## config.mk

```make
export PLATFORM = sky130hd
export DESIGN_NAME = ep_fifo_top
export DESIGN_NICKNAME = d
export VERILOG_FILES = /design/src/rtl/ep_fifo_pkg.sv /design/src/rtl/ep_buf_ram.sv /design/src/rtl/ep_fifo_chan.sv /design/src/rtl/ep_fifo_top.sv
export SDC_FILE = /design/constraint.sdc
export NUM_CORES = 2
export LEC_CHECK = 0
export CAP_MARGIN = 20
export CELL_PAD_IN_SITES_DETAIL_PLACEMENT = 1
export CELL_PAD_IN_SITES_GLOBAL_PLACEMENT = 2
export CORE_MARGIN = 2
export CORE_UTILIZATION = 40
export CTS_BUF_LIST = sky130_fd_sc_hd__clkbuf_2 sky130_fd_sc_hd__clkbuf_4 sky130_fd_sc_hd__clkbuf_8
export DETAILED_ROUTE_END_ITERATION = 10
export MAX_ROUTING_LAYER = met4
export PLACE_DENSITY_LB_ADDON = 0.1
export SETUP_SLACK_MARGIN = 0.1
export SYNTH_ARGS = -nofsm -noshare
export SYNTH_HDL_FRONTEND = slang
export SYNTH_SLANG_ARGS = --single-unit
```

## constraint.sdc

```tcl
create_clock -name clk_i -period 10.4 [get_ports clk_i]
set_clock_uncertainty 0.15 [all_clocks]
set_input_delay 2.08 -clock clk_i [delete_from_list [all_inputs] [get_ports clk_i]]
set_output_delay 2.08 -clock clk_i [all_outputs]
set_load 0.05 [all_outputs]
```

## src/rtl/ep_fifo_pkg.sv

```systemverilog
package ep_fifo_pkg;
  typedef struct packed {
    logic split;
    logic dbl_in;
    logic dbl_out;
  } ep_cfg_t;

  function automatic int unsigned ep_bytes(int unsigned ep, int unsigned base);
    return (ep == 0) ? base : (base << ep);
  endfunction
endpackage

```

## src/rtl/ep_buf_ram.sv

```systemverilog
module ep_buf_ram #(
  parameter int DEPTH = 128,
  parameter int AW    = $clog2(DEPTH)
) (
  input  logic                clk_i,
  input  logic [1:0]          we_i,
  input  logic [1:0][AW-1:0]  waddr_i,
  input  logic [1:0][7:0]     wdata_i,
  input  logic [1:0][AW-1:0]  raddr_i,
  output logic [1:0][7:0]     rdata_o
);
  logic [7:0] mem [DEPTH];

  always_ff @(posedge clk_i) begin
    for (int p = 0; p < 2; p++) begin
      if (we_i[p]) mem[waddr_i[p]] <= wdata_i[p];
    end
  end

  for (genvar p = 0; p < 2; p++) begin : g_rd
    assign rdata_o[p] = mem[raddr_i[p]];
  end
endmodule

```

## src/rtl/ep_fifo_chan.sv

```systemverilog
module ep_fifo_chan #(
  parameter int AW = 7
) (
  input  logic          clk_i,
  input  logic          rst_ni,
  input  logic          flush_i,
  input  logic          dbl_i,
  input  logic [AW-1:0] base_i,
  input  logic [AW:0]   cap_i,
  input  logic          wr_i,
  input  logic          commit_i,
  input  logic          rd_i,
  input  logic          release_i,
  output logic          we_o,
  output logic [AW-1:0] waddr_o,
  output logic [AW-1:0] raddr_o,
  output logic          rd_ok_o,
  output logic          pkt_rdy_o,
  output logic          full_o,
  output logic          empty_o,
  output logic          overrun_o
);
  logic [AW:0]        wr_cnt_q, rd_ptr_q;
  logic [1:0][AW:0]   len_q;
  logic               wr_slot_q, rd_slot_q;
  logic [1:0]         pkts_q, slots;
  logic               overrun_q;
  logic               can_wr, can_rd, wr_ok, do_commit, do_rel;
  logic [AW:0]        wr_cnt_nx;

  assign slots     = dbl_i ? 2'd2 : 2'd1;
  assign can_wr    = (pkts_q < slots) && (wr_cnt_q < cap_i);
  assign can_rd    = (pkts_q != 2'd0) && (rd_ptr_q < len_q[rd_slot_q]);
  assign wr_ok     = wr_i & can_wr & ~flush_i;
  assign rd_ok_o   = rd_i & can_rd & ~flush_i;
  assign do_commit = commit_i & (pkts_q < slots) & ~flush_i;
  assign do_rel    = release_i & (pkts_q != 2'd0) & ~flush_i;
  assign wr_cnt_nx = wr_cnt_q + {{AW{1'b0}}, wr_ok};

  assign we_o    = wr_ok;
  assign waddr_o = base_i + (wr_slot_q ? cap_i[AW-1:0] : '0) + wr_cnt_q[AW-1:0];
  assign raddr_o = base_i + (rd_slot_q ? cap_i[AW-1:0] : '0) + rd_ptr_q[AW-1:0];

  assign pkt_rdy_o = pkts_q != 2'd0;
  assign full_o    = pkts_q == slots;
  assign empty_o   = ~can_rd;
  assign overrun_o = overrun_q;

  always_ff @(posedge clk_i or negedge rst_ni) begin
    if (!rst_ni) begin
      wr_cnt_q  <= '0;
      rd_ptr_q  <= '0;
      len_q     <= '0;
      wr_slot_q <= 1'b0;
      rd_slot_q <= 1'b0;
      pkts_q    <= '0;
      overrun_q <= 1'b0;
    end else if (flush_i) begin
      wr_cnt_q  <= '0;
      rd_ptr_q  <= '0;
      len_q     <= '0;
      wr_slot_q <= 1'b0;
      rd_slot_q <= 1'b0;
      pkts_q    <= '0;
      overrun_q <= 1'b0;
    end else begin
      if (wr_ok) wr_cnt_q <= wr_cnt_nx;
      if (wr_i && !can_wr) overrun_q <= 1'b1;
      if (do_commit) begin
        len_q[wr_slot_q] <= wr_cnt_nx;
        wr_cnt_q         <= '0;
        if (dbl_i) wr_slot_q <= ~wr_slot_q;
      end
      if (rd_ok_o) rd_ptr_q <= rd_ptr_q + 1'b1;
      if (do_rel) begin
        rd_ptr_q <= '0;
        if (dbl_i) rd_slot_q <= ~rd_slot_q;
      end
      pkts_q <= pkts_q + {1'b0, do_commit} - {1'b0, do_rel};
    end
  end
endmodule

```

## src/rtl/ep_fifo_top.sv

```systemverilog
module ep_fifo_top
  import ep_fifo_pkg::*;
#(
  parameter int         EP_ID      = 1,
  parameter int         BASE_BYTES = 64,
  parameter logic [7:0] ACC_BASE   = 8'h20
) (
  input  logic       clk_i,
  input  logic       rst_ni,
  input  logic       split_i,
  input  logic       in_dbl_i,
  input  logic       out_dbl_i,
  input  logic [7:0] cpu_addr_i,
  input  logic       cpu_wr_i,
  input  logic [7:0] cpu_wdata_i,
  input  logic       cpu_rd_i,
  output logic [7:0] cpu_rdata_o,
  input  logic       cpu_in_commit_i,
  input  logic       cpu_out_release_i,
  input  logic       sie_wr_i,
  input  logic [7:0] sie_wdata_i,
  input  logic       sie_out_commit_i,
  input  logic       sie_rd_i,
  output logic [7:0] sie_rdata_o,
  input  logic       sie_in_release_i,
  output logic [1:0] pkt_rdy_o,
  output logic [1:0] full_o,
  output logic [1:0] empty_o,
  output logic [1:0] overrun_o
);
  localparam int         TOTAL   = ep_bytes(EP_ID, BASE_BYTES);
  localparam int         HALF    = TOTAL / 2;
  localparam int         AW      = $clog2(TOTAL);
  localparam logic [AW:0] TOTAL_W = (AW + 1)'(TOTAL);
  localparam logic [AW:0] HALF_W  = (AW + 1)'(HALF);
  localparam logic [7:0] MY_ADDR = ACC_BASE + 8'(EP_ID);

  ep_cfg_t cfg_d, cfg_q;
  logic    flush, split_eff, cpu_rd_hit, cpu_wr_hit, sie_rd_take;

  // endpoint 0 is fixed single-slot, unsplit
  if (EP_ID == 0) begin : g_ep0
    assign cfg_d = '0;
  end else begin : g_epn
    assign cfg_d = {split_i, in_dbl_i, split_i & out_dbl_i};
  end

  assign split_eff  = cfg_d.split;
  assign flush      = cfg_d != cfg_q;
  assign cpu_rd_hit = cpu_rd_i & (cpu_addr_i == MY_ADDR);
  assign cpu_wr_hit = cpu_wr_i & (cpu_addr_i == MY_ADDR);

  always_ff @(posedge clk_i or negedge rst_ni) begin
    if (!rst_ni) cfg_q <= '0;
    else         cfg_q <= cfg_d;
  end

  logic [1:0]         ch_wr, ch_commit, ch_rd, ch_rel, ch_dbl;
  logic [1:0][AW-1:0] ch_base, ch_waddr, ch_raddr;
  logic [1:0][AW:0]   ch_cap;
  logic [1:0]         ch_we, ch_rd_ok;
  logic [1:0][7:0]    ch_wdata, ch_rdata;

  // buffer 0: IN half or whole shared buffer; buffer 1: OUT half
  assign ch_wr[0]     = cpu_wr_hit | (~split_eff & sie_wr_i);
  assign ch_wdata[0]  = cpu_wr_hit ? cpu_wdata_i : sie_wdata_i;
  assign ch_commit[0] = cpu_in_commit_i | (~split_eff & sie_out_commit_i);
  assign ch_rd[0]     = sie_rd_i | (~split_eff & cpu_rd_hit);
  assign ch_rel[0]    = sie_in_release_i | (~split_eff & cpu_out_release_i);
  assign ch_dbl[0]    = cfg_d.dbl_in;
  assign ch_base[0]   = '0;
  assign ch_cap[0]    = (split_eff ? HALF_W : TOTAL_W) >> cfg_d.dbl_in;

  assign ch_wr[1]     = split_eff & sie_wr_i;
  assign ch_wdata[1]  = sie_wdata_i;
  assign ch_commit[1] = split_eff & sie_out_commit_i;
  assign ch_rd[1]     = split_eff & cpu_rd_hit;
  assign ch_rel[1]    = split_eff & cpu_out_release_i;
  assign ch_dbl[1]    = cfg_d.dbl_out;
  assign ch_base[1]   = AW'(HALF);
  assign ch_cap[1]    = HALF_W >> cfg_d.dbl_out;

  for (genvar c = 0; c < 2; c++) begin : g_ch
    ep_fifo_chan #(.AW(AW)) u_chan (
      .clk_i     (clk_i),
      .rst_ni    (rst_ni),
      .flush_i   (flush),
      .dbl_i     (ch_dbl[c]),
      .base_i    (ch_base[c]),
      .cap_i     (ch_cap[c]),
      .wr_i      (ch_wr[c]),
      .commit_i  (ch_commit[c]),
      .rd_i      (ch_rd[c]),
      .release_i (ch_rel[c]),
      .we_o      (ch_we[c]),
      .waddr_o   (ch_waddr[c]),
      .raddr_o   (ch_raddr[c]),
      .rd_ok_o   (ch_rd_ok[c]),
      .pkt_rdy_o (pkt_rdy_o[c]),
      .full_o    (full_o[c]),
      .empty_o   (empty_o[c]),
      .overrun_o (overrun_o[c])
    );
  end

  ep_buf_ram #(.DEPTH(TOTAL), .AW(AW)) u_ram (
    .clk_i   (clk_i),
    .we_i    (ch_we),
    .waddr_i (ch_waddr),
    .wdata_i (ch_wdata),
    .raddr_i (ch_raddr),
    .rdata_o (ch_rdata)
  );

  // unsplit: firmware wins a same-cycle read of the shared buffer
  assign sie_rd_take = sie_rd_i & (split_eff | ~cpu_rd_hit);

  always_ff @(posedge clk_i or negedge rst_ni) begin
    if (!rst_ni) begin
      cpu_rdata_o <= '0;
      sie_rdata_o <= '0;
    end else begin
      if (cpu_rd_hit) begin
        if (split_eff) cpu_rdata_o <= ch_rd_ok[1] ? ch_rdata[1] : 8'h00;
        else           cpu_rdata_o <= ch_rd_ok[0] ? ch_rdata[0] : 8'h00;
      end
      if (sie_rd_take) sie_rdata_o <= ch_rd_ok[0] ? ch_rdata[0] : 8'h00;
    end
  end
endmodule

```

# Yosys cells after proc, flatten, opt, wreduce, memory -nomap -nowiden
# Memory sizes are Yosys's and may differ from the RTL's.
# Cells that the tools add are included.
[word_totals] register_bits=93 latch_bits=0 ramBits=1024 mem_bits_ro=0 inputBits=37 out_inout_bits=24 mem_count=1
[op_classes] addsub=14 n_mul=0 div_mod_pow=0 order_cmp=12 eq_ne=4 shift=2 mux=59 bitwise=42 n_reduce_logical=28
[memory_table] name="u_ram.mem" words=128 word_bits=8 read_ports=2 rd_ports_with_merged_regs=0 wr=2 line_no="ep_buf_ram.sv:12" source="logic [7:0] mem [DEPTH];"
[op_table] op="$mux 8" count=23
[op_table] op="$mux 16" count=4
[op_table] op="$bwmux 16" count=2
[op_table] op="$lt 8x8->1" count=4
[op_table] op="$add 7x7->7" count=4
[op_table] op="$and 1x1->1" count=28
[op_table] op="$mux 7" count=4
[op_table] op="$mux 1" count=20
[op_table] op="$reduce_bool 2->1" count=10
[op_table] op="$add 8x1->8" count=2
[op_table] op="$add 8x1->8 const B" count=2
[op_table] op="$demux 8 s1" count=2
[op_table] op="$add 7x7->7 const A" count=2
[op_table] op="$reduce_bool 3->1" count=4
[op_table] op="$not 1->1" count=9
[op_table] op="$eq 8x6->1 const B" count=1
[op_table] op="$logic_and 1x1->1" count=8
[op_table] op="$lt 1x2->1 const B" count=4
[op_table] op="$mux 2" count=4
[op_table] op="$reduce_and 2->1" count=4
[op_table] op="$shr 7x1->8 const A" count=1
[op_table] op="$shr 8x1->8" count=1
[op_table] op="$or 1x1->1" count=5
[op_table] op="$add 2x1->2" count=2
[op_table] op="other kinds (6)" count=11

# Logic depth before layout (Yosys ltp)
[logic_depth] ltp_word=10 depth_mapped=16

# Hierarchy
# From an unflattened synthesis, not the netlist that was laid out.
[hier_totals] cells_unflattened=4263 area_unflattened_um2=68313.0
[modules_own_cells] mod="ep_buf_ram" instances=1 cells_per_inst=3501 area_per_inst_um2=60999.8 seq_area_each_um2=30749.5
[modules_own_cells] mod="ep_fifo_chan (g_ch[0].u_chan)" instances=1 cells_per_inst=330 area_per_inst_um2=3125.5 seq_area_each_um2=925.9
[modules_own_cells] mod="ep_fifo_chan (g_ch[1].u_chan)" instances=1 cells_per_inst=331 area_per_inst_um2=3069.2 seq_area_each_um2=925.9
[modules_own_cells] mod="ep_fifo_top" instances=1 cells_per_inst=101 area_per_inst_um2=1118.6 seq_area_each_um2=475.5

# Worst setup path before layout
# Ideal clock, no wire load.
[synth_timing] path_type="in2reg" from="input port split_i" to="memory u_ram.mem[13][0] (enable)" setup_ps=384 t_arrival_ps=4718 path_slack_ps=5148 path_stages=13 path_buffers=1 path_cell_list="inv_1 ha_1 inv_1 ha_1 o21a_1 o21ai_0 nand3b_1 a21oi_4 and2_1 and2b_1 nand3_1 clkbuf_1 o21ai_0"
[synth_rtl] element="from (decl)" line_no="ep_fifo_top.sv:10" source="input logic split_i,"
[synth_rtl] element="to (decl)" line_no="ep_buf_ram.sv:12"

# Worst setup path in the final report
[layout_timing] from="input port split_i" to="output port full_o[1]"
[layout_via] elab_chain_len=3
[layout_lines] element="$and 1x1->1" line_no="ep_fifo_top.sv:45" source="assign cfg_d = {split_i, in_dbl_i, split_i & out_dbl_i};"
[layout_lines] element="$mux 2" line_no="ep_fifo_chan.sv:31" source="assign slots = dbl_i ? 2'd2 : 2'd1;"
[layout_lines] element="$eq 2x2->1" line_no="ep_fifo_chan.sv:45" source="assign full_o = pkts_q == slots;"
[layout_lines] element="to (decl)" line_no="ep_fifo_top.sv:27" source="output logic [1:0] full_o,"
# Every way passes these cells.

==> out/qor.yml <==
drv_cap: 0
dpl_cell_area_um2: 68500
min_period_ns: 6.624
stdcell_area_um2: 72800
synth-main-ff-cell: "edfxtp_1"
yosysUniqueCellTypes: 63
clock_path_buffers: 3
syn-num-nets: 5235
vias: 49750
worstHoldPathType: "register to register"
wl_met2_um: 132300
dr.max_layer_used: "met4"
grt_start_max_net_pins: 101
grt_pass1_wl_um: 403200
ioPinCount: 61
fmax_ghz: 0.1510
clk_latency_ns: 1.01
synth_top_family_by_area: "multiplexers"
syn_area_per_cell_um2: 12.88
ys_async_sr_fraction_pct: 8.326
synth_edf_count: 1024
cts_resized: 0
grt_pass1_vias: 48061
worstPathArrival_ns: 4.39
status: "completed"
yosys.area_share.simple_pct: 7.140
dieArea_um2: 169400
layout.nets: 5120
fin_setup_tns_ns: 0
dp.final_hpwl_um: 185100
gp_congestion: 0.9255
slew_violations: 0
synth_mux_area_share_pct: 28.09
antenna_found_initial: 20
setup_violations: 0
grt_overflow: 0
cts_sinks: 1117
first_pass_iters: 6
globalRouteTotalUtil_pct: 35.36
synth_xor_area_share_pct: 0.7117
rsz0062_at_grt: "false"
p_leak_uw: 0.02279
clk_pin_slew_ns: 0.05
io_buffers: 60
synthesis.instances: 5159
wl_met3_um: 28570
synth_compound_area_share_pct: 9.633
vias_per_cell: 6.724
worstPathRequired_ns: 8.17
cpMaxStageDelayCell: "clkdlybuf4s50_1"
first_iter_violations: 7470
synth_area_leaders: "edfxtp_1 46%, mux4_2 15%, mux2_2 7.2%"
worst_pin_slew_ns: 1.216
yosys.area.top_type_share_pct: 46.27
crit_path_end_kind: "output pin"
netlist_area_um2: 66450
synth_top_area_cell: "edfxtp_1"
path_buf_inv: 2
postLayoutCoreUtil_pct: 44.12
cellPowerDensity_nw_per_um2: 134.5
yosysWarnings: 0
drive_gt1_share_pct: 28.27
worstPathCellList: "clkdlybuf4s50_1 -> nand2_2 -> ha_1 -> and2_1 -> clkdlybuf4s50_1"
synth_fa_ha_area_share_pct: 0.7343
critical_path_class: "input port to output pin"
ys_ff_latch: 1117
crit_top_cell: "clkdlybuf4s50_1"
die_h_um: 411.6
wl_per_cell_um: 39.83
critPathTopFamily: "buffers and inverters"
cts_hold_buf: 0
htree_levels: 4
peakVddDrop_v: 0.0001359
post-route-period-util_pct: 63.69
core.rowCount: 149
wl_met1_um: 124400
fp.dieW_um: 411.6
start_util_pct: 40.28
drc: 0
cts_tree: "done"
area_growth_pct: 9.556
wl_um: 294700
slowest_delay_ns: 0.81
synth-seq-area-share_pct: 49.78
start_kind: "input port"
cts_buffers: 203
slew_headroom_pct: 18.62
cts_root_buf: "clkbuf_8"
core_area_um2: 165000
finalHoldViolCount: 0
antenna_left: 0
post_cts_buffers: 0
path_max_fanout: 14
[cells in the mapped netlist, types with 39 or more instances]
cell type	instances
a21oi_1	548
dfrtp_1	93
ha_1	39
o221ai_1	39
o22ai_1	85
o21ai_0	149
nor2_1	612
buf_2	51
edfxtp_1	1024
nand2_1	214
nand3_1	61
mux2_2	426
mux2_1	94
a22oi_1	58
a221oi_1	97
clkbuf_1	382
mux2i_1	310
mux4_2	431
buf_4	41
[final timing paths]
| check | cells past startpoint | from | slack, ns | to |
|---|---|---|---|---|
| worst max-delay path | 5 | split_i | 3.78 | full_o[1] |
| worst min-delay path | 2 | g_ch[1].u_chan.len_q[0] | 0.33 | g_ch[1].u_chan.len_q[0] |
| worst max register to register | 8 | g_ch[0].u_chan.rd_ptr_q[0] | 4.94 | cpu_rdata_o[0] |
| worst min register to register | 2 | g_ch[1].u_chan.len_q[0] | 0.33 | g_ch[1].u_chan.len_q[0] |
| max in group asynchronous | 2 | rst_ni | 7.96 | g_ch[0].u_chan.rd_ptr_q[0] |
| min in group asynchronous | 1 | rst_ni | 1.00 | g_ch[0].u_chan.wr_cnt_q[4] |
[cells in the final DEF (no fill, tap or decap), types with 94 or more instances in the layout]
cell      count
nand2_1     211
a21oi_1     548
edfxtp_1   1024
mux2_1       94
mux2_2      418
o21ai_0     146
mux4_2      431
nor2_1      609
mux2i_1     302
buf_4       102
clkbuf_8    211
a221oi_1     97
[layout make-up]
| cell class | count | area [um2] |
|---|---|---|
| Fill cell | 16734 | 92190 |
| Sequential cell | 1117 | 33100 |
| Multi-Input combinational cell | 3487 | 31050 |
| Clock buffer | 272 | 3362 |
| Tap cell | 2189 | 2739 |
| Timing Repair Buffer | 214 | 1769 |
| Clock inverter | 93 | 680.7 |
| Inverter | 21 | 83.83 |
| Antenna cell | 6 | 15.01 |
[worst min-delay path, cell delays in order, from the launching register on]
cell	delay, ns
dfrtp_1	0.34
nand2_1	0.04
o21ai_0	0.06
[per-stage QoR]
stage	total power (uW)	setup slack (ns)	instances	hold WS (ns)
final	9795	3.776	7399	0.3273
after detailed placement	5515	2.851	6987	0.3219
after floorplan	5261	5.148	5159	0.2992
after CTS	9823	3.775	7352	0.3345
after global routing	10020	3.525	7397	0.3542
after global placement	5506	2.548	6973	0.3105
[kinds of logic (layout without fill, tap and decap cells)]
kind of cell | after synthesis | count (layout)
muxes | 1261 | 1261
DFF | 1117 | 1117
AOI/OAI and AO/OA | 1071 | 1071
and+or+nand+nor | 1062 | 1062
buffers and inverters | 555 | 600
xor gates and xnor gates | 54 | 54
adders and majority gates | 39 | 39
other | 0 | 6
[report_power, final]
part	switching (uW)	internal, uW
clock	2080	2280
combinational	383	146
sequential	1.92	4910
[flip-flops by register name (all words and copies together) (netlist names)]
register / flops
cfg_q: 3
cpu_rdata_o: 8
g_ch.u_chan.len_q: 32
g_ch.u_chan.overrun_o: 2
g_ch.u_chan.pkts_q: 4
g_ch.u_chan.rd_ptr_q: 16
g_ch.u_chan.rd_slot_q: 2
g_ch.u_chan.wr_cnt_q: 16
g_ch.u_chan.wr_slot_q: 2
sie_rdata_o: 8
u_ram.mem: 1024
[layer usage]
metal  vias up  global-route usage, %
li1      19931                      -
met1     26422                  49.37
met2      2921                  52.39
met3       476                  6.664
met4         0                  10.52
met5         -                      -
(Power assumes the default switching activity.)
